--- src/rtl/tcs_pkg.sv ---
package tcs_pkg;
   localparam int unsigned CODE_FALL = 0;
   localparam int unsigned CODE_RISE = 1;
   localparam int unsigned FIRST_TAP = 2;

   // log2 of the division ratio for each prescaler code
   function automatic int unsigned tap_log2(input int unsigned code);
      case (code)
         2: return 0;
         3: return 1;
         4: return 2;
         5: return 6;
         6: return 8;
         7: return 13;
         default: return 0;
      endcase
   endfunction

   function automatic int unsigned max_tap_log2(input int unsigned num_src);
      int unsigned m;
      m = 0;
      for (int unsigned c = FIRST_TAP; c < num_src; c++)
         if (tap_log2(c) > m) m = tap_log2(c);
      return m;
   endfunction
endpackage

--- src/rtl/tcs_edge_det.sv ---
module tcs_edge_det #(
   parameter int unsigned SYNC_STAGES = 2
) (
   input  logic clk,
   input  logic rst_n,
   input  logic pin_async,
   output logic rise_o,
   output logic fall_o
);
   if (SYNC_STAGES < 2) begin : g_bad_sync
      $error("tcs_edge_det: SYNC_STAGES must be at least 2");
   end

   logic [SYNC_STAGES-1:0] sync_q;
   logic                   prev_q;
   logic                   pin_s;

   always_ff @(posedge clk or negedge rst_n) begin
      if (!rst_n) begin
         sync_q <= '0;
         prev_q <= 1'b0;
      end else begin
         sync_q <= {sync_q[SYNC_STAGES-2:0], pin_async};
         prev_q <= pin_s;
      end
   end

   assign pin_s  = sync_q[SYNC_STAGES-1];
   assign rise_o = pin_s & ~prev_q;
   assign fall_o = ~pin_s & prev_q;
endmodule

--- src/rtl/tcs_prescaler.sv ---
module tcs_prescaler
   import tcs_pkg::*;
#(
   parameter int unsigned PRE_W    = 13,
   parameter int unsigned NUM_TAPS = 6
) (
   input  logic                clk,
   input  logic                rst_n,
   output logic [NUM_TAPS-1:0] tap_en
);
   localparam int unsigned NEED_W = max_tap_log2(NUM_TAPS + FIRST_TAP);

   if (PRE_W < NEED_W) begin : g_bad_width
      $error("tcs_prescaler: PRE_W too narrow for the widest tap");
   end

   logic [PRE_W-1:0] div_q;

   always_ff @(posedge clk or negedge rst_n) begin
      if (!rst_n) div_q <= '0;
      else        div_q <= div_q + {{(PRE_W-1){1'b0}}, 1'b1};
   end

   for (genvar i = 0; i < NUM_TAPS; i++) begin : g_tap
      localparam int unsigned K = tap_log2(i + FIRST_TAP);
      if (K == 0) begin : g_every
         assign tap_en[i] = 1'b1;
      end else begin : g_div
         assign tap_en[i] = &div_q[K-1:0];
      end
   end
endmodule

--- src/rtl/tcs_demo_cnt.sv ---
module tcs_demo_cnt #(
   parameter int unsigned CNT_W = 8
) (
   input  logic             clk,
   input  logic             rst_n,
   input  logic             step,
   output logic [CNT_W-1:0] value
);
   always_ff @(posedge clk or negedge rst_n) begin
      if (!rst_n)    value <= '0;
      else if (step) value <= value + {{(CNT_W-1){1'b0}}, 1'b1};
   end
endmodule

--- src/rtl/evt_clk_sel.sv ---
module evt_clk_sel
   import tcs_pkg::*;
#(
   parameter int unsigned DATA_W      = 8,
   parameter int unsigned SEL_W       = 3,
   parameter int unsigned PRE_W       = 13,
   parameter int unsigned SYNC_STAGES = 2,
   parameter int unsigned CNT_W       = 8
) (
   input  logic              clk,
   input  logic              rst_n,
   input  logic [DATA_W-1:0] wr_data,
   input  logic              wr_en,
   output logic [DATA_W-1:0] rd_data,
   input  logic              run,
   input  logic              evt_pin,
   output logic              cnt_en,
   output logic [CNT_W-1:0]  cnt_val
);
   localparam int unsigned NUM_SRC  = 2 ** SEL_W;
   localparam int unsigned NUM_TAPS = NUM_SRC - FIRST_TAP;

   if (SEL_W != 3) begin : g_bad_sel
      $error("evt_clk_sel: the source map is defined for SEL_W = 3");
   end
   if (DATA_W <= SEL_W) begin : g_bad_data
      $error("evt_clk_sel: DATA_W must exceed SEL_W");
   end

   logic [SEL_W-1:0]    sel_q;
   logic [NUM_SRC-1:0]  src_vec;
   logic [NUM_TAPS-1:0] tap_en;
   logic                pin_rise;
   logic                pin_fall;
   logic                unused_wr_hi;

   // selection register: updates only while stopped, high bits dropped
   always_ff @(posedge clk or negedge rst_n) begin
      if (!rst_n)               sel_q <= '0;
      else if (wr_en && !run)   sel_q <= wr_data[SEL_W-1:0];
   end

   assign unused_wr_hi = ^wr_data[DATA_W-1:SEL_W];
   assign rd_data      = {{(DATA_W-SEL_W){1'b0}}, sel_q};

   tcs_edge_det #(.SYNC_STAGES(SYNC_STAGES)) u_edge (
      .clk       (clk),
      .rst_n     (rst_n),
      .pin_async (evt_pin),
      .rise_o    (pin_rise),
      .fall_o    (pin_fall)
   );

   tcs_prescaler #(.PRE_W(PRE_W), .NUM_TAPS(NUM_TAPS)) u_pre (
      .clk    (clk),
      .rst_n  (rst_n),
      .tap_en (tap_en)
   );

   assign src_vec[CODE_FALL] = pin_fall;
   assign src_vec[CODE_RISE] = pin_rise;
   for (genvar i = 0; i < NUM_TAPS; i++) begin : g_map
      assign src_vec[i + FIRST_TAP] = tap_en[i];
   end

   assign cnt_en = run & src_vec[sel_q];

   tcs_demo_cnt #(.CNT_W(CNT_W)) u_cnt (
      .clk   (clk),
      .rst_n (rst_n),
      .step  (cnt_en),
      .value (cnt_val)
   );
endmodule

--- config.mk ---
export PLATFORM = sky130hd
export DESIGN_NAME = evt_clk_sel
export DESIGN_NICKNAME = d
export VERILOG_FILES = /design/src/rtl/tcs_pkg.sv /design/src/rtl/tcs_edge_det.sv /design/src/rtl/tcs_prescaler.sv /design/src/rtl/tcs_demo_cnt.sv /design/src/rtl/evt_clk_sel.sv
export SDC_FILE = /design/constraint.sdc
export NUM_CORES = 1
export LEC_CHECK = 0
export ABC_AREA = 1
export CAP_MARGIN = 20
export CORE_UTILIZATION = 52
export CTS_BUF_LIST = sky130_fd_sc_hd__clkbuf_4
export CTS_CLUSTER_SIZE = 14
export DETAILED_ROUTE_END_ITERATION = 10
export HOLD_SLACK_MARGIN = 0.02
export PLACE_DENSITY = 0.88
export SLEW_MARGIN = 5
export SYNTH_ARGS = -nofsm -noshare
export SYNTH_HDL_FRONTEND = slang
export SYNTH_HIERARCHICAL = 1
export SYNTH_SLANG_ARGS = --single-unit
--- constraint.sdc ---
create_clock -name clk -period 2.75 [get_ports clk]
set_input_delay 0.55 -clock clk [delete_from_list [all_inputs] [get_ports clk]]
set_output_delay 0.55 -clock clk [all_outputs]
set_load 0.02 [all_outputs]
==> flow_summary.ini <==
[status]
status = finished clean

[worst_setup_path]
crit-reg2reg-launch = u_pre/div_q[0]$_DFF_PN0_
start_kind = flop
crit_end = cnt_en
reg2regPathDepth = 19
cp_max_fo = 3
regToRegEndpoint = u_cnt/value[7]$_DFFE_PN0P_
r2r_slack_ps = 570
path_class = flop to output pin
startpoint = u_pre/div_q[0]$_DFF_PN0_
critPathArrivalTime_ps = 2000
worst_setup_path_end_kind = output pin
required_ps = 2200

[sta]
drv_slew = 0
finalSetupTns_ps = 0
fmaxAchievable_mhz = 393
final_hold_viol_count = 0
worst_slack_ps = 204
fin_crit_ps = 2550
finalClockSkew_ps = 8.64
fin_hold_ws_ps = 366
grt_setup_unrepaired = false
setup_violations = 0
fin_crit_sh = 0.926

[cts]
cts_tree = built
cts_inserted_buffers = 3
htree_levels = 1
cts.clk_slew.worst_paths_ps = 140
cts_root_buf = clkbuf_4
clock_sinks = 27
clk_latency_ps = 320
cts_buffer_depth = 2

[pwr]
ir_drop_v = 0.000492
leakage_uw = 0.000811
total_power_uw = 956
power.density_nw_per_um2 = 585

[grt]
grt_max_degree = 28
grtUsageTotal = 0.203
grt_pass1_wl_um = 4040
antenna_found_initial = 0
grt_pass1_vias = 975
gr-total-overflow = 0

[route]
drt-initial-drc-count = 22
wl_per_cell_um = 11.5
routed_wl_um = 2510
drtAntennaViolNets = 0
viasPerCell = 4.86
drc_errors = 0
vias = 1064
drt-pass1-iter-count = 6

[yosys]
synth_cells = 164
yosysUniqueCellTypes = 18
yosys_register_bits = 27
syn-cell-area_um2 = 1380
yosysWarnings = 6
yosysSeqAreaShare = 0.491
synth_area_per_cell_um2 = 8.39

[final_layout]
layout_commonest_cell = nand2_1
multiInputGateArea_um2 = 571
layout-drive-gt1-share = 0.122
final_cell_mix = nand2_1, dfrtp_1, inv_1
regArea_um2 = 676
nets = 205
n_fill_cell = 212
antenna_cells = 0
area_growth_syn_to_layout_pct = 18.7
final_cell_area_um2 = 1630

[placement]
dp_hpwl_um = 1920
place_congestion = 0.758
dpl_cell_area_um2 = 1600
io_buffer_count = 19
place_ws_ps = 104

[die]
die_h_um = 53.4
die_w_um = 53.4
start_util = 0.551
ios = 30
core_area_um2 = 2500
num_rows = 18
die_area_um2 = 2860

[min_path]
min_path_type = flop to flop
hold_start = u_edge/sync_q[0]$_DFF_PN0_

[flow_run]
cap_violations = 0
==> sequential cells by signal (all words and copies together), names as in the netlist <==
name / flops
u_edge/sync_q: 2
u_edge/prev_q: 1
u_pre/div_q: 13
sel_q: 3
u_cnt/value: 8
==> kinds of logic after synthesis <==
kind of cell | count (synthesis) | share of synthesized area
AND/OR/NAND/NOR | 85 | 0.283
buffers and inverters | 33 | 0.109
flip-flops | 27 | 0.491
XOR/XNOR | 11 | 0.0700
adder cells (fa/ha/maj) | 2 | 0.0182
other | 2 | 0.00546
AO/OA/AOI/OAI | 2 | 0.00727
multiplexers | 2 | 0.0164
==> synthesized netlist by cell type <==
| cell | count | area (um2) |
|---|---|---|
| nand2_1 | 47 | 176 |
| dfrtp_1 | 27 | 676 |
| inv_1 | 24 | 90.1 |
| nor2_1 | 12 | 45.0 |
| nand3_1 | 11 | 55.1 |
| xor2_1 | 9 | 78.8 |
| buf_4 | 7 | 52.6 |
| nor2_2 | 4 | 25.0 |
| nand3b_1 | 3 | 22.5 |
| nand4_1 | 3 | 18.8 |
| nor2_4 | 3 | 33.8 |
| a21oi_1 | 2 | 10.0 |
| conb_1 | 2 | 7.51 |
| ha_1 | 2 | 25.0 |
| inv_2 | 2 | 7.51 |
| mux2_2 | 2 | 22.5 |
| nand2_2 | 2 | 12.5 |
| xnor2_1 | 2 | 17.5 |
==> critical path: stages (launching register included) <==
cell and delay, ps:
dfrtp_1 380, ha_1 190, nand2_1 100, nor2_4 120, nand2_2 80, inv_2 60
nand2_1 40, nor2_1 90, inv_1 40, nand2_1 50, nand3_1 70, nand3_1 80
nand2_1 50, nor2_1 130, buf_2 190
==> worst min path at each step <==
| stage | slack (ps) | cells past startpoint | end |
|---|---|---|---|
| finish | 370 | 0 | u_edge/sync_q[1]$_DFF_PN0_ |
| global route | 390 | 0 | u_edge/sync_q[1]$_DFF_PN0_ |
| CTS | 370 | 0 | u_edge/sync_q[1]$_DFF_PN0_ |
| detailed placement | 340 | 0 | u_edge/sync_q[1]$_DFF_PN0_ |
| global placement | 330 | 0 | u_edge/sync_q[1]$_DFF_PN0_ |
| floorplan | 250 | 0 | sel_q[0]$_DFFE_PN0P_ |
==> routing by layer <==
layer,GRT usage,vias up,share of wire
met5,0,-,0
met4,0.0395,0,0.0040
met3,0.0603,2,0.049
met2,0.390,27,0.53
met1,0.213,502,0.41
li1,-,533,-
==> through the flow <==
step	util	cells
global route	0.654	219
detailed placement	0.639	214
floorplan	-	168
global placement	0.639	214
finish	0.654	219
CTS	0.650	218
==> repair_timing <==
action | in CTS | in global routing
setup endpoints to repair | 1 | 1
buffers inserted | 0 | 1
gates resized for setup | 1 | 4
hold buffers | 0 | 0
==> layout make-up <==
cell class / count / area share
repair buffers: 24 / 0.136
flip-flops and latches: 27 / 0.413
multi-input cells: 108 / 0.349
clock buffers: 4 / 0.0184
well taps: 30 / 0.0230
inverters: 26 / 0.0597
==> where the power goes <==
| group | switching (uW) | internal [uW] | leakage [uW] |
|---|---|---|---|
| Clock | 109 | 66.6 | 0.0000184 |
| Combinational | 150 | 132 | 0.000459 |
| Sequential | 56.6 | 442 | 0.000333 |
| Total | 315 | 641 | 0.000811 |
Note: power is estimated with default switching activity, not from simulation.
